$ cat config.mk
export PLATFORM = sky130hd
export DESIGN_NAME = pwr_slot_sequencer
export DESIGN_NICKNAME = d
export VERILOG_FILES = /design/src/rtl/pwr_slot_sequencer.sv
export SDC_FILE = /design/constraint.sdc
export NUM_CORES = 1
export LEC_CHECK = 0
export ABC_AREA = 0
export CAP_MARGIN = 25
export CORE_ASPECT_RATIO = 0.8
export CORE_MARGIN = 2
export CORE_UTILIZATION = 35
export CTS_CLUSTER_DIAMETER = 40
export DETAILED_ROUTE_END_ITERATION = 7
export DONT_BUFFER_PORTS = 1
export SLEW_MARGIN = 20
export SYNTH_ARGS = -nofsm -noshare
export SYNTH_HDL_FRONTEND = slang
export SYNTH_SLANG_ARGS = --single-unit
$ cat constraint.sdc
create_clock -name clk -period 3.6 [get_ports clk]
set_clock_uncertainty 0.15 [all_clocks]
set_input_delay 0.18 -clock clk [delete_from_list [all_inputs] [get_ports clk]]
set_output_delay 0.18 -clock clk [all_outputs]
set_load 0.05 [all_outputs]
$ cat src/rtl/pwr_slot_sequencer.sv
module pwr_slot_sequencer #(
  parameter int N_REG      = 6,
  parameter int BASE_TICKS = 40,
  parameter int AW         = 4
) (
  input  logic                 clk,
  input  logic                 rst_n,
  input  logic                 tick_us,
  input  logic [1:0]           en_pin,
  input  logic                 wr_en,
  input  logic [AW-1:0]        wr_addr,
  input  logic [8:0]           wr_data,
  output logic [N_REG+3:0]     slv_en,
  output logic [N_REG+3:0]     slv_lp,
  output logic [2:0]           seq_busy,
  output logic [8:0]           seq_slot
);
  localparam int NM    = 3;
  localparam int N_SLV = N_REG + 4;
  localparam int PW    = $clog2(BASE_TICKS * 128 + 1);
  localparam int SBASE = 4;

  logic [1:0] sync1, sync2;

  logic [1:0]    m_trig [NM];
  logic [2:0]    m_per  [NM];
  logic [NM-1:0] m_inact, m_sw;

  logic [1:0] s_src [N_SLV];
  logic [2:0] s_up  [N_SLV];
  logic [2:0] s_dn  [N_SLV];
  logic [N_SLV-1:0] s_sw;

  logic [NM-1:0] trig_now, trig_q, run, dir, fire, flip;
  logic [PW-1:0] pre  [NM];
  logic [2:0]    slot [NM];

  logic [3:0] fire4, dir4, inact4;
  logic [2:0] slot_p [4];

  always_ff @(posedge clk or negedge rst_n)
    if (!rst_n) begin
      sync1 <= '0;
      sync2 <= '0;
    end else begin
      sync1 <= en_pin;
      sync2 <= sync1;
    end

  always_ff @(posedge clk or negedge rst_n)
    if (!rst_n) begin
      for (int k = 0; k < NM; k++) begin
        m_trig[k] <= 2'd3;
        m_per[k]  <= '0;
      end
      m_inact <= '0;
      m_sw    <= '0;
      for (int k = 0; k < N_SLV; k++) begin
        s_src[k] <= 2'd3;
        s_up[k]  <= '0;
        s_dn[k]  <= '0;
      end
      s_sw <= '0;
    end else if (wr_en) begin
      for (int k = 0; k < NM; k++)
        if (wr_addr == AW'(k)) begin
          m_trig[k]  <= wr_data[1:0];
          m_per[k]   <= wr_data[4:2];
          m_inact[k] <= wr_data[5];
          m_sw[k]    <= wr_data[6];
        end
      for (int k = 0; k < N_SLV; k++)
        if (wr_addr == AW'(k + SBASE)) begin
          s_src[k] <= wr_data[1:0];
          s_up[k]  <= wr_data[4:2];
          s_dn[k]  <= wr_data[7:5];
          s_sw[k]  <= wr_data[8];
        end
    end

  for (genvar m = 0; m < NM; m++) begin : g_master
    logic [PW-1:0] lim;

    always_comb
      case (m_trig[m])
        2'd0:    trig_now[m] = sync2[0];
        2'd1:    trig_now[m] = sync2[1];
        2'd2:    trig_now[m] = m_sw[m];
        default: trig_now[m] = 1'b0;
      endcase

    assign lim     = PW'(BASE_TICKS) << m_per[m];
    assign flip[m] = trig_now[m] != trig_q[m];
    assign fire[m] = run[m] & tick_us & (pre[m] == lim - 1'b1) & ~flip[m];

    always_ff @(posedge clk or negedge rst_n)
      if (!rst_n) begin
        trig_q[m] <= 1'b0;
        run[m]    <= 1'b0;
        dir[m]    <= 1'b0;
        pre[m]    <= '0;
        slot[m]   <= '0;
      end else if (flip[m]) begin
        trig_q[m] <= trig_now[m];
        run[m]    <= 1'b1;
        dir[m]    <= trig_now[m];
        pre[m]    <= '0;
        slot[m]   <= '0;
      end else if (fire[m]) begin
        pre[m] <= '0;
        if (slot[m] == 3'd7) run[m] <= 1'b0;
        else                 slot[m] <= slot[m] + 3'd1;
      end else if (run[m] && tick_us) begin
        pre[m] <= pre[m] + 1'b1;
      end

    assign seq_slot[3*m +: 3] = slot[m];
    assign slot_p[m]          = slot[m];
  end

  assign slot_p[3] = 3'd0;
  assign fire4     = {1'b0, fire};
  assign dir4      = {1'b0, dir};
  assign inact4    = {1'b0, m_inact};
  assign seq_busy  = run;

  for (genvar i = 0; i < N_SLV; i++) begin : g_slave
    logic [1:0] sel;
    assign sel = s_src[i];

    always_ff @(posedge clk or negedge rst_n)
      if (!rst_n) begin
        slv_en[i] <= 1'b0;
        slv_lp[i] <= 1'b0;
      end else if (sel == 2'd3) begin
        slv_en[i] <= s_sw[i];
        slv_lp[i] <= 1'b0;
      end else if (fire4[sel]) begin
        if (dir4[sel] && slot_p[sel] == s_up[i]) begin
          slv_en[i] <= 1'b1;
          slv_lp[i] <= 1'b0;
        end else if (!dir4[sel] && slot_p[sel] == s_dn[i]) begin
          if (inact4[sel]) slv_lp[i] <= 1'b1;
          else begin
            slv_en[i] <= 1'b0;
            slv_lp[i] <= 1'b0;
          end
        end
      end
  end
endmodule

==> results of run 1 <==
==> cell type report <==
cell class                 count  area, um^2
tap                          413       516.7
clock buffer                  17       425.4
sequential                   189        4762
timing repair buffer          40       342.8
inverter                       6       22.52
clock inverter                15       195.2
multi-input combinational    772        5843
fill                        3026       18420
==> registers in the layout (all words and copies together) (netlist names) <==
signal and cells:
m_inact 3, pre 39, dir 3, seq_busy 3, s_dn 30, s_sw 10
sync2 2, m_sw 3, slv_lp 10, m_trig 6, slv_en 10, sync1 2
seq_slot 9, g_slave.sel 20, s_up 30, m_per 9
==> per-layer routing <==
metal	global-route usage [%]	routed length (um)
met1	24.21	13560
met2	26.44	12300
met3	3.953	1346
met4	4.178	366
met5	0	0
==> cells by family after synthesis <==
family | share of synthesized area [%]
DFF | 43.58
AOI/OAI and AO/OA | 10.76
buffers and inverters | 2.943
adders and majority gates | 1.374
xor gates and xnor gates | 8.897
muxes | 17.85
and+or+nand+nor | 14.59
==> per-stage QoR <==
stage / hold slack (ns) / cell area, um^2 / instances / total power [W]
2_1_floorplan: -0.2656 / 10930 / 1039 / 0.004749
3_3_place_gp: -0.2546 / 11350 / 1407 / 0.005138
3_5_place_dp: -0.2530 / 11350 / 1407 / 0.005184
4_1_cts: -0.7337 / 12090 / 1451 / 0.007269
5_1_grt: -0.7375 / 12110 / 1452 / 0.007614
6_report: -0.7176 / 12110 / 1452 / 0.007216
==> final timing paths <==
path,from,to,slack (ns),cells after the start
min in group clk,wr_addr[1],s_up[3],0.03,3
worst max register to register,m_per[6],slv_en[1],0.35,11
worst min register to register,sync1[0],sync2[0],0.20,0
worst max-delay path,m_per[6],slv_en[1],0.35,11
max in group asynchronous,rst_n,g_slave[4].sel[0],3.54,0
worst min-delay path,rst_n,pre[21],-0.72,0
==> timing repair <==
action                     in CTS  in global routing
gates resized for setup         0                  0
setup buffers                   0                  1
hold endpoints to repair      306                189
setup endpoints to repair       0                  1
==> cells in the mapped netlist (all sizes together), types with 5 or more instances <==
cell,count
nor4,10
dfrtp,163
nand3b,5
inv,6
or2,5
dfstp,26
nor4b,9
xor2,77
nand2,50
o21bai,11
nor2,91
o2bb2ai,25
nand2b,20
ha,12
mux2,116
o21ai,55
and3,12
a211oi,5
clkbuf,52
nor3,6
a311o,8
or3,8
nor2b,18
and2,15
nand4,11
o211ai,10
a21oi,30
nand3,17
buf,20
xnor2,34
and4,8
mux2i,64
==> power groups by stage <==
stage,registers (W),clock network [W],logic [W]
2_1_floorplan,0.00316,0,0.00158
3_3_place_gp,0.00351,0,0.00163
3_5_place_dp,0.00352,0,0.00167
4_1_cts,0.00348,0.00207,0.00172
5_1_grt,0.00356,0.00214,0.00191
6_report,0.00348,0.00203,0.00171
==> flow_summary.yaml, run 1 <==
finish:
  nets: 1057
  mostFrequentLayoutCell: "dfrtp_1"
  layout_common_cells: "dfrtp_1 (163), mux2_2 (114), nor2_1 (90)"
  syn2layout_area_growth_pct: 10.81
  num_antenna_cells: 0
  utilization_pct: 39.67
  drive_gt1_share_pct: 20.60
power_and_ir_drop:
  cellPowerDensity_mw_per_mm2: 595.9
  leakage_nw: 5.035
  peakVddDrop_v: 0.0003051
  pwr-share-clk_pct: 28.1
  switching_share_pct: 36.44
  switchingPower_w: 0.002629
  seqPwrFrac_pct: 48.2
  p_int_w: 0.004586
  power_frac_comb_pct: 23.7
setup_path:
  path_cells: "or3_1, ha_1, xnor2_1, or4b_4, a32oi_4, nand4_4, buf_12, nor2_2, a211oi_1, a211o_1, a211o_1"
  crit_path_start_kind: "flip-flop"
  crit_required_ns: 3.78
  crit_family: "simple AND/OR/NAND/NOR gates"
  end_kind: "flip-flop"
  critPathSlowestCell: "or4b_4"
  crit_path_max_fanout: 10
  worst-path-buf-inv: 1
  cp_slowest_stage_delay_ns: 0.51
  crit_type: "reg -> reg"
  worstPathArrival_ns: 3.43
  crit_top_cell: "a211o_1"
hold_path:
  hold_class: "in -> async"
synth:
  ys_top_cells_by_area: "dfrtp_1 (37%), mux2_2 (12%), dfstp_2 (6.3%)"
  async_reset_ff_share_pct: 100.0
  syn-mean-instance-area_um2: 10.52
  synth_edf_count: 0
  syn_area_mm2: 0.01093
  netlist.area_leader.share_pct: 37.33
  yosys_warnings: 0
  ys_seq_area_share_pct: 43.58
  synth_top_area_cell: "dfrtp_1"
  synthesis.instances: 1039
  yosys_register_bits: 189
  synth_nets: 1070
  ys_types: 71
  ys.flop_type: "dfrtp_1"
job:
  maxCapViolations: 0
floorplan:
  initial_core_util_pct: 35.80
  design.die.area_mm2: 0.03266
  coreArea_mm2: 0.03052
  rows: 57
  die_w_um: 201.5
  dieHeight_um: 162.0
  io_pins: 51
placed_design:
  dp_hpwl_um: 18070
  port_buffers: 0
  place_ws_ns: 0.2915
  place_congestion: 0.8270
global_routing:
  overflow: 0
  grt_max_degree: 190
  track_usage_pct: 17.08
  grt_pass1_wl_um: 43150
  grt_pass1_vias: 7334
  antenna_found_initial: 1
detailed_routing:
  routed_wirelength_um: 27570
  ant_nets: 0
  viasPerCell: 5.301
  wl_per_cell_um: 18.99
  num_vias: 7697
  initialDrtViolationCount: 471
  drtPass1Iterations: 5
  drc: 0
sta:
  worstMarginPinSlew_ns: 0.8990
  post-route-min-period_ns: 3.253
  fin_ws_ns: 0.3473
  timing.hold.ws_ns: -0.7176
  post-route-period-util_pct: 90.35
  report.final.slew_viol_count: 0
  fmax_mhz: 307.4
  setup-tns-final_ns: 0
  rsz0062_at_grt: "false"
  relSlewSlack_pct: 39.84
  hold_viol: 189
  finalSetupViolations: 0
cts:
  cts.sinks: 189
  htreeDepth: 4
  cts_hold_buf: 12
  clk_pin_slew_worst_paths_ns: 0.08
  clock_latency_ns: 0.44
  cts_root_buf: "clkbuf_16"
  cts_tree: "built"
  cts_max_path_buffers: 2
  cts_inserted_buffers: 17
run_status:
  run_status: "finished with violations"
  violations: "negative hold slack"
(Power assumes the default switching activity.)
==> inputs of run 2 (changes only) <==
--- a/config.mk
+++ b/config.mk
@@ -13,6 +13,7 @@
 export CTS_CLUSTER_DIAMETER = 40
 export DETAILED_ROUTE_END_ITERATION = 7
 export DONT_BUFFER_PORTS = 1
+export PLACE_DENSITY = 0.56
 export SLEW_MARGIN = 20
 export SYNTH_ARGS = -nofsm -noshare
 export SYNTH_HDL_FRONTEND = slang
==> run 2 against run 1 <==
  * The run still ends with negative hold slack left
  * Cell area shrank 0.68%
  * Global-route usage grew 0.54 points
  * Flip-flop and latch count is the same
  * Critical path depth shrank 1
  * Sequential share of layout area grew 0.27 points
  * Cell count shrank 0.21%
  * Combinational power is essentially flat
  * Die area is the same
  * Worst setup slack lost 0.093 ns
  * Maximum frequency shrank 2.8%
==> flow_summary.yaml, run 2 (synthesis gave the netlist of run 1 again) <==
run_status:
  run_status: "finished with violations"
  violations: "negative hold slack"
cts:
  post_cts_buffers: 0
  htreeDepth: 4
  cts_hold_buf: 12
  clk_pin_slew_worst_paths_ns: 0.08
  cts_max_path_buffers: 2
  cts.sinks: 189
  cts_root_buf: "clkbuf_16"
  cts_tree: "built"
  cts_inserted_buffers: 17
  clock_latency_ns: 0.45
floorplan:
  io_pins: 51
  rows: 57
  coreArea_mm2: 0.03052
  die_w_um: 201.5
  dieHeight_um: 162.0
  initial_core_util_pct: 35.80
  design.die.area_mm2: 0.03266
setup_path:
  path_cells: "or3_1, ha_1, xnor2_1, or4b_4, a32oi_4, nand4_4, nor2_2, a211oi_1, a211o_1, a211o_1"
  crit_path_max_fanout: 10
  worstPathArrival_ns: 3.52
  reg2reg_depth: 10
  end_kind: "flip-flop"
  crit_required_ns: 3.77
  cp.depth: 10
  worst-path-buf-inv: 0
  crit_family: "simple AND/OR/NAND/NOR gates"
  crit_type: "reg -> reg"
  crit_top_cell: "a211o_1"
  r2r_end: "slv_en[1]"
  crit_start: "m_per[6]"
  rrSetupSlack_ns: 0.25
  critPathSlowestCell: "or4b_4"
  cp_slowest_stage_delay_ns: 0.50
  crit_path_start_kind: "flip-flop"
  r2r-start: "m_per[6]"
sta:
  rsz0062_at_grt: "false"
  relSlewSlack_pct: 40.18
  timing.hold.ws_ns: -0.7204
  setup-tns-final_ns: 0
  fmax_mhz: 298.9
  post-route-period-util_pct: 92.94
  hold_viol: 189
  report.final.slew_viol_count: 0
  worstMarginPinSlew_ns: 0.8943
  post-route-min-period_ns: 3.346
  finalSetupViolations: 0
power_and_ir_drop:
  leakage_nw: 4.996
  p_total_w: 0.007081
  peakVddDrop_v: 0.0003206
  cellPowerDensity_mw_per_mm2: 588.8
global_routing:
  grt_pass1_wl_um: 44430
  track_usage_pct: 17.62
  grt_max_degree: 190
  overflow: 0
  grt_pass1_vias: 7504
  antenna_found_initial: 1
finish:
  top_regs: "pre (39), s_dn (30), s_up (30)"
  fillers: 2992
  layout_common_cells: "dfrtp_1 (163), mux2_2 (114), nor2_1 (90)"
  syn2layout_area_growth_pct: 10.05
  largest-register: "pre"
  multiInputGateArea_mm2: 0.005843
  largest_register_ffs: 39
  num_antenna_cells: 0
  mostFrequentLayoutCell: "dfrtp_1"
  register_area_mm2: 0.004762
  drive_gt1_share_pct: 20.27
  nets: 1054
hold_path:
  hold_class: "in -> async"
placed_design:
  port_buffers: 0
  place_congestion: 0.7953
  dp_hpwl_um: 18290
detailed_routing:
  ant_nets: 0
  drtPass1Iterations: 5
  wl_per_cell_um: 19.21
  viasPerCell: 5.273
  drc: 0
  num_vias: 7641
  routed_wirelength_um: 27830
  initialDrtViolationCount: 467
job:
  maxCapViolations: 0
run 2: cell types whose count changed in the layout (fill, tap and decap cells not counted), sizes merged:
| cell | previous run | this run |
|---|---|---|
| buf | 28 | 25 |
| clkinv | 1 | 3 |
| clkinvlp | 2 | 1 |
| clkbuf | 17 | 18 |
| bufinv | 3 | 1 |
run 2: repair_timing:
| action | 4_1_cts | 5_1_grt |
|---|---|---|
| setup endpoints to repair | 0 | 0 |
| endpoints found under the hold margin | 308 | 189 |
| gates resized for setup | 0 | 0 |
run 2: worst max-delay path by stage:
stage,slack (ns),endpoint
6_report,0.25,slv_en[1]
5_1_grt,0.06,slv_lp[0]
4_1_cts,0.23,slv_en[1]
3_5_place_dp,0.26,slv_en[1]
3_3_place_gp,0.34,slv_lp[1]
2_1_floorplan,0.36,slv_lp[1]
run 2: metal layers:
metal,share of wire (%),global-route usage [%],up-vias
met3,4.8,4.213,25
met2,43,26.50,122
met4,1.4,4.278,0
met1,50,25.54,3818
li1,-,-,3676
met5,0,0,-
run 2: worst register-to-register path: cells and delay by family, from the launching register on:
family / cells / cell delay, ns
fa+ha+maj: 1 / 0.24
compound gates: 4 / 0.88
flops: 1 / 0.37
xor+xnor: 1 / 0.22
simple gates: 4 / 1.35
run 2: metrics by stage:
| step | instances | worst slack (ns) | hold WS, ns | instance area (um^2) | util [%] |
|---|---|---|---|---|---|
| global placement | 1405 | 0.3430 | -0.2555 | 11330 | 37.12 |
| detailed placement | 1405 | 0.2587 | -0.2553 | 11330 | 37.12 |
| finish | 1449 | 0.2540 | -0.7204 | 12030 | 39.40 |
| floorplan | 1039 | 0.3639 | -0.2656 | 10930 | - |
| CTS | 1449 | 0.2310 | -0.7485 | 12030 | 39.40 |
| global route | 1449 | 0.06216 | -0.7410 | 12030 | 39.40 |
run 2: report_power, final:
part | internal [W] | switching, W
registers | 0.00260 | 0.000874
clock network | 0.000981 | 0.000924
logic | 0.000860 | 0.000841
total | 0.00444 | 0.00264
run 2: layout make-up:
type                            count  area share, %
Sequential cell                   189          39.60
Clock inverter                     14          1.197
Timing Repair Buffer               37          2.560
Inverter                            6         0.1873
Tap cell                          413          4.297
Multi-Input combinational cell    772          48.59
Clock buffer                       18          3.569
